--- src/rtl/clkstretch_pkg.sv ---
package clkstretch_pkg;

  // One registered output sample of the clock pattern
  typedef struct packed {
    logic level;       // coprocessor clock level
    logic long_cyc;    // stretched period active
    logic long_start;  // first tick of stretched period
  } cs_pat_t;

  localparam cs_pat_t CS_PAT_IDLE = '{level: 1'b0, long_cyc: 1'b0, long_start: 1'b0};

endpackage

--- src/rtl/cs_rst_sync.sv ---
module cs_rst_sync #(
  parameter int STAGES = 2
) (
  input  logic clk_fast,
  input  logic rst_n,
  output logic rst_ns
);

  logic [STAGES-1:0] chain_q;

  always_ff @(posedge clk_fast or negedge rst_n) begin
    if (!rst_n) chain_q <= '0;
    else        chain_q <= {chain_q[STAGES-2:0], 1'b1};
  end

  assign rst_ns = chain_q[STAGES-1];

endmodule

--- src/rtl/cs_phase_track.sv ---
module cs_phase_track #(
  parameter int HOST_TICKS = 7,
  parameter int TW         = 3
) (
  input  logic          clk_fast,
  input  logic          rst_ns,
  input  logic          host_ph1,
  input  logic          sync_req,
  output logic [TW-1:0] tick_nxt,
  output logic [TW-1:0] tick_q,
  output logic          ins_nxt,
  output logic          ins_q,
  output logic          locked_nxt,
  output logic          locked_q
);

  localparam logic [TW-1:0] LAST_TICK = TW'(HOST_TICKS - 1);

  logic ph1_q;
  logic ph1_rise;
  logic tick_en;

  // host_ph1 level that was seen at the previous edge
  always_ff @(posedge clk_fast or negedge rst_ns) begin
    if (!rst_ns) ph1_q <= 1'b0;
    else         ph1_q <= host_ph1;
  end

  assign ph1_rise = host_ph1 & ~ph1_q;

  // Next state: restart on a phase-1 edge, otherwise count up and stop at the last tick
  always_comb begin
    tick_en    = ph1_rise | (tick_q != LAST_TICK);
    tick_nxt   = tick_q;
    if (ph1_rise)               tick_nxt = '0;
    else if (tick_q != LAST_TICK) tick_nxt = tick_q + 1'b1;
    ins_nxt    = ph1_rise ? sync_req : ins_q;
    locked_nxt = locked_q | ph1_rise;
  end

  // Register process, with clock enables written out
  always_ff @(posedge clk_fast or negedge rst_ns) begin
    if (!rst_ns) begin
      tick_q   <= LAST_TICK;
      ins_q    <= 1'b0;
      locked_q <= 1'b0;
    end else begin
      if (tick_en)  tick_q   <= tick_nxt;
      if (ph1_rise) ins_q    <= ins_nxt;
      if (ph1_rise) locked_q <= locked_nxt;
    end
  end

endmodule

--- src/rtl/cs_pattern.sv ---
module cs_pattern
  import clkstretch_pkg::*;
#(
  parameter int SHORT_HALF = 1,
  parameter int PH1_TICKS  = 4,
  parameter int TW         = 3
) (
  input  logic [TW-1:0] tick,
  input  logic          ins,
  input  logic          locked,
  output cs_pat_t       pat
);

  localparam logic [TW-1:0] T_HALF  = TW'(SHORT_HALF);
  localparam logic [TW-1:0] T_LONG  = TW'(2 * SHORT_HALF);
  localparam logic [TW-1:0] T_XHIGH = TW'(3 * SHORT_HALF);
  localparam logic [TW-1:0] T_PH0   = TW'(PH1_TICKS);

  logic in_short;

  always_comb begin
    in_short = (tick < T_HALF);
    pat      = CS_PAT_IDLE;
    if (locked) begin
      if (ins) begin
        // extra short period replaces the stretched one
        pat.level = in_short | ((tick >= T_LONG) && (tick < T_XHIGH));
      end else begin
        pat.level      = in_short | ((tick >= T_LONG) && (tick < T_PH0));
        pat.long_cyc   = (tick >= T_LONG);
        pat.long_start = (tick == T_LONG);
      end
    end
  end

endmodule

--- src/rtl/cs_out_reg.sv ---
module cs_out_reg
  import clkstretch_pkg::*;
(
  input  logic    clk_fast,
  input  logic    rst_ns,
  input  cs_pat_t pat_d,
  output cs_pat_t pat_q
);

  always_ff @(posedge clk_fast or negedge rst_ns) begin
    if (!rst_ns) pat_q <= CS_PAT_IDLE;
    else         pat_q <= pat_d;
  end

endmodule

--- src/rtl/clkstretch_gen.sv ---
module clkstretch_gen
  import clkstretch_pkg::*;
#(
  parameter int HOST_TICKS = 7,
  parameter int PH1_TICKS  = 4,
  parameter int SHORT_HALF = 1
) (
  input  logic clk_fast,
  input  logic rst_n,
  input  logic host_ph1,
  input  logic sync_req,
  output logic cop_clk,
  output logic cop_long,
  output logic cop_long_start
);

  localparam int TW = $clog2(HOST_TICKS);

  logic          rst_ns;
  logic [TW-1:0] tick_nxt;
  logic [TW-1:0] tick_q;
  logic          ins_nxt;
  logic          ins_q;
  logic          locked_nxt;
  logic          locked_q;
  cs_pat_t       pat_d;
  cs_pat_t       pat_q;

  cs_rst_sync #(.STAGES(2)) u_rst (
    .clk_fast (clk_fast),
    .rst_n    (rst_n),
    .rst_ns   (rst_ns)
  );

  cs_phase_track #(.HOST_TICKS(HOST_TICKS), .TW(TW)) u_track (
    .clk_fast   (clk_fast),
    .rst_ns     (rst_ns),
    .host_ph1   (host_ph1),
    .sync_req   (sync_req),
    .tick_nxt   (tick_nxt),
    .tick_q     (tick_q),
    .ins_nxt    (ins_nxt),
    .ins_q      (ins_q),
    .locked_nxt (locked_nxt),
    .locked_q   (locked_q)
  );

  // The pattern is decoded from next-state values, so the output register lines up with the tick register
  cs_pattern #(.SHORT_HALF(SHORT_HALF), .PH1_TICKS(PH1_TICKS), .TW(TW)) u_pat (
    .tick   (tick_nxt),
    .ins    (ins_nxt),
    .locked (locked_nxt),
    .pat    (pat_d)
  );

  cs_out_reg u_out (
    .clk_fast (clk_fast),
    .rst_ns   (rst_ns),
    .pat_d    (pat_d),
    .pat_q    (pat_q)
  );

  assign cop_clk        = pat_q.level;
  assign cop_long       = pat_q.long_cyc;
  assign cop_long_start = pat_q.long_start;

endmodule

--- config.mk ---
export PLATFORM = sky130hd
export DESIGN_NAME = clkstretch_gen
export DESIGN_NICKNAME = d
export VERILOG_FILES = /design/src/rtl/clkstretch_pkg.sv /design/src/rtl/cs_rst_sync.sv /design/src/rtl/cs_phase_track.sv /design/src/rtl/cs_pattern.sv /design/src/rtl/cs_out_reg.sv /design/src/rtl/clkstretch_gen.sv
export SDC_FILE = /design/constraint.sdc
export NUM_CORES = 1
export LEC_CHECK = 0
export BUFFER_PORTS_ARGS = -buffer_cell sky130_fd_sc_hd__buf_2
export CAP_MARGIN = 15
export CORE_AREA = 4 4 41 43
export DETAILED_ROUTE_END_ITERATION = 10
export DIE_AREA = 0 0 45 47
export PLACE_DENSITY = 0.5
export REMOVE_ABC_BUFFERS = 1
export SYNTH_ARGS = -nofsm -noshare
export SYNTH_HDL_FRONTEND = slang
export SYNTH_SLANG_ARGS = --single-unit
--- constraint.sdc ---
create_clock -name clk_fast -period 1 [get_ports clk_fast]
set_input_delay 0.2 -clock clk_fast [delete_from_list [all_inputs] [get_ports clk_fast]]
set_output_delay 0.2 -clock clk_fast [all_outputs]
set_load 0.005 [all_outputs]
# Yosys cells after proc, flatten, opt, wreduce, memory -nomap -nowiden
# Index checks and enable logic that the tools add are counted.
# totals
wordCells,29
register_bits,11
in_bits,4
out_inout_bits,3
# op_classes
n_addsub,1
bitwise,6
reduce_logical,2
magnitude_cmp,4
n_mux,6
eq_ne,2
# op_table
op,count
$mux W3,3
$or A1 B1 Y1,4
$add A3 B1 Y3 const B,1
$eq A3 B2 Y1 const B,1
$ge A3 B2 Y1 const B,1
$lt A3 B1 Y1 const B,1
$lt A3 B2 Y1 const B,1
$lt A3 B3 Y1 const B,1
$ne A3 B3 Y1 const B,1
$logic_and A1 B1 Y1,2
$mux W1,2
$mux W2,1
$and A1 B1 Y1,1
$not A1 Y1,1

# Depth between registers and ports, before layout
# logic_depth
ltp_word,8
ltp_mapped,5
depth_no_buf,5

# Modules after synthesis
# A second synthesis with hierarchy kept.
# hier_totals
hier_cells,40
area_unflattened_um2,506.7
# by_module_without_submodules
module,seq_area_each_um2,area_each_um2,cells_each,instances
cs_phase_track,152.6,315.3,27,1
cs_out_reg,75.1,75.1,3,1
cs_pattern,0.0,62.6,7,1
cs_rst_sync,50.0,53.8,3,1

# Worst setup path before layout
# No wires, ideal clock.
# synth_path
kind,register to register
start,register u_track.tick_q[1]
end,"register, netlist name u_out.pat_q[0]"
path_slack_ns,-0.280
n_path_buf,0
arrival_time_ns,1.185
path_stages_with_launch,5
path_cell_list,dfstp_2 ha_1 a21oi_1 nor2_1 nor4b_2
# synth_rtl
element,line,text
start: declaration,cs_phase_track.sv:10,"output logic [TW-1:0] tick_q,"
start signal: assignment,cs_phase_track.sv:48,if (tick_en) tick_q <= tick_nxt;

==> run metrics <==
Chip Width=45 um; synthesized area=~450 um2; worst vdd ir=approximately 1300 uV; CTS root buffer=clkbuf_4; DRC violation count after routing=0; RSZ-0062 raised after global routing=yes; Max Fanout on Critical Path=2; WP data arrival=between 1.5 and 2 ns; post-synthesis sequential area ratio=0.612; final wirelength=just under 1000 um; Placed Cells=63; Yosys reg bits=11; Max Transition Viols Final=0; DR iter-0 viols=1; f_max=~750 MHz; HPWL after DPL=approximately 630 um; Distinct cells, synth=21; power per cell area=~2900 nW/um2; Lkg Pwr=0.288 nW; Core Area=1300 um2; post-route cell area=657 um2; final net count=62; vias in the first global route=357; worst min-delay path category=in -> reg; first-pass GRT wire length=between 1500 and 2000 um; Cell Int Power=approximately 0.0012 W; via/cell ratio=roughly 4.8; fin cells=70; Setup crit start kind=register; H-Tree Depth=1; YS warnings=0; I/O pins=7; ANT cells=0; DR vias=~330; final setup margin=-0.330 ns; Initial Utilization=0.349; part of the power in registers=0.379; top_reg_cell synth=dfrtp_1; grt total ovfl=0; Post-synth ARST share=1.00; largest net degree at the start of global routing=10; Mapped Cells=38; CTS max path bufs=2; Placer Congestion=approximately 0.71; TritonCTS clock tree=built; share of layout cells above drive strength 1=0.600; M2 GR Usage=0.175; fillers=between 100 and 150; final clock skew=0.00169 ns; final core utilization=0.505; CP Capture Type=register; Worst-Skew Late Latency=about 0.26 ns; placed cell areas=roughly 530 um2; Syn Area/Cell=between 10 and 15 um2; failing checks=negative setup slack; grt peak-use layer=met2; number of max-cap violations=0; Worst-path clk slew=~0.060 ns; Post-synth EDFFs=0; final setup fails=6; Row Count=13; outcome=complete, but fails checks; Sink Count=11; input/output buffers=6; grt met3 use=0.0383; wire per inst=13.8 um; DRT Pass-1 Iters=2; clock period minus worst slack=1.33 ns; die height=47 um; CTS Buf Count=3; Fin. Hold Viols=0; met1 usage=0.130; Gate power share=0.469; synthesis-to-finish area growth=44.6%; initial antenna violation count=0; Antenna Nets Post-Route=0; total negative slack=-1.55 ns; sw frac=0.347; P_sw=between 0.0006 and 0.0007 W; Required @ worst endpoint=~1.2 ns; period utilization=1.33; die area=roughly 2100 um2; power share of the clock group=0.152; GRT Util Overall=0.109; worst setup path class=reg -> reg
[path summary, 6_finish.rpt]
kind,start,end,slack (ns),cells past startpoint
worst max-delay path,u_track.tick_q[1]$_DFFE_PN1P_,u_out.pat_q[2]$_DFF_PN0_,-0.33,5
worst min-delay path,host_ph1,u_track.ph1_q$_DFF_PN0_,0.08,1
worst max register to register,u_track.tick_q[1]$_DFFE_PN1P_,u_out.pat_q[2]$_DFF_PN0_,-0.33,5
worst min register to register,u_rst.chain_q[1]$_DFF_PN0_,u_out.pat_q[0]$_DFF_PN0_,0.14,0
max in group asynchronous,u_rst.chain_q[1]$_DFF_PN0_,u_track.tick_q[2]$_DFFE_PN1P_,0.56,0
min in group asynchronous,u_rst.chain_q[1]$_DFF_PN0_,u_out.pat_q[0]$_DFF_PN0_,0.14,0
[cells by family (layout without fill, tap and decap cells)]
group	count (synthesis)	count (layout)	share of synthesized area
AND/OR/NAND/NOR	14	14	0.185
AO/OA/AOI/OAI	8	8	0.124
buffers and inverters	2	19	0.0165
other	1	1	0.00826
adder cells (fa/ha/maj)	2	2	0.0551
flip-flops	11	11	0.612
[sequential cells by signal (all words and copies together) (netlist names)]
name              count
u_rst.chain_q         2
u_track.ph1_q         1
u_track.ins_q         1
u_track.tick_q        3
u_out.pat_q           3
u_track.locked_q      1
[placed cells by master, fill, tap and decap left out, types with 2 or more instances in the layout]
master    Yosys  layout
dfrtp_1       9       8
buf_2         0       6
buf_4         0       4
clkbuf_4      0       3
nand2b_1      2       2
nand3_1       2       2
nor2_2        0       2
nand2_2       0       2
ha_4          0       2
buf_6         0       2
dfstp_2       2       2
[layer usage]
metal | wire [um] | vias to the layer above | part of all wire
met1 | 402 | 163 | 0.41
met2 | 521 | 6 | 0.54
met4 | 11 | 0 | 0.011
li1 | - | 163 | -
met5 | 0 | - | 0
met3 | 34 | 2 | 0.035
[Yosys cell counts (2+ instances only)]
cell type | n | area (um2)
dfrtp_1 | 9 | 225
a21oi_1 | 2 | 10.0
nor2_1 | 3 | 11.3
dfstp_2 | 2 | 52.6
nand2b_1 | 2 | 12.5
nand3_1 | 2 | 10.0
nand2_1 | 2 | 7.51
ha_1 | 2 | 25.0
inv_1 | 2 | 7.51
[critical path: stages (launching register included)]
cell and delay [ns]:
dfstp_2 0.57, buf_6 0.11, ha_4 0.12, nand3b_1 0.13
a21boi_2 0.18, a2bb2oi_2 0.15
[area by class of cell]
type	instances	area (um2)	share of cell area
flip-flops and latches	11	279	0.425
well taps	15	18.8	0.0286
clock buffers	4	26.3	0.0400
multi-input cells	25	233	0.354
inverters	2	7.51	0.0114
repair buffers	13	92.6	0.141
[through the flow]
stage          hold slack (ns)  setup WS (ns)  total power, W
6_report                0.0789         -0.330         0.00188
3_3_place_gp           -0.0168         -0.307         0.00125
2_1_floorplan          -0.0956         -0.280         0.00103
5_1_grt                 0.0825         -0.401         0.00200
3_5_place_dp           -0.0140         -0.337         0.00127
4_1_cts                 0.0750         -0.311         0.00173
[power by group through the flow]
stage	Combinational (W)	Clock [W]	Sequential (W)
global route	0.000959	0.000316	0.000723
finish	0.000880	0.000285	0.000710
global placement	0.000579	0	0.000672
floorplan	0.000359	0	0.000674
detailed placement	0.000596	0	0.000675
CTS	0.000739	0.000291	0.000696
[what timing repair did]
action                                  4_1_cts  5_1_grt
cloned                                        0        0
endpoints found under the setup margin        7        7
pin swaps                                     1        3
setup buffers                                 0        2
hold endpoints to repair                      2        0
resized for setup                            10       10
hold buffers                                  1        0
Power figures use the tool's default switching activity.
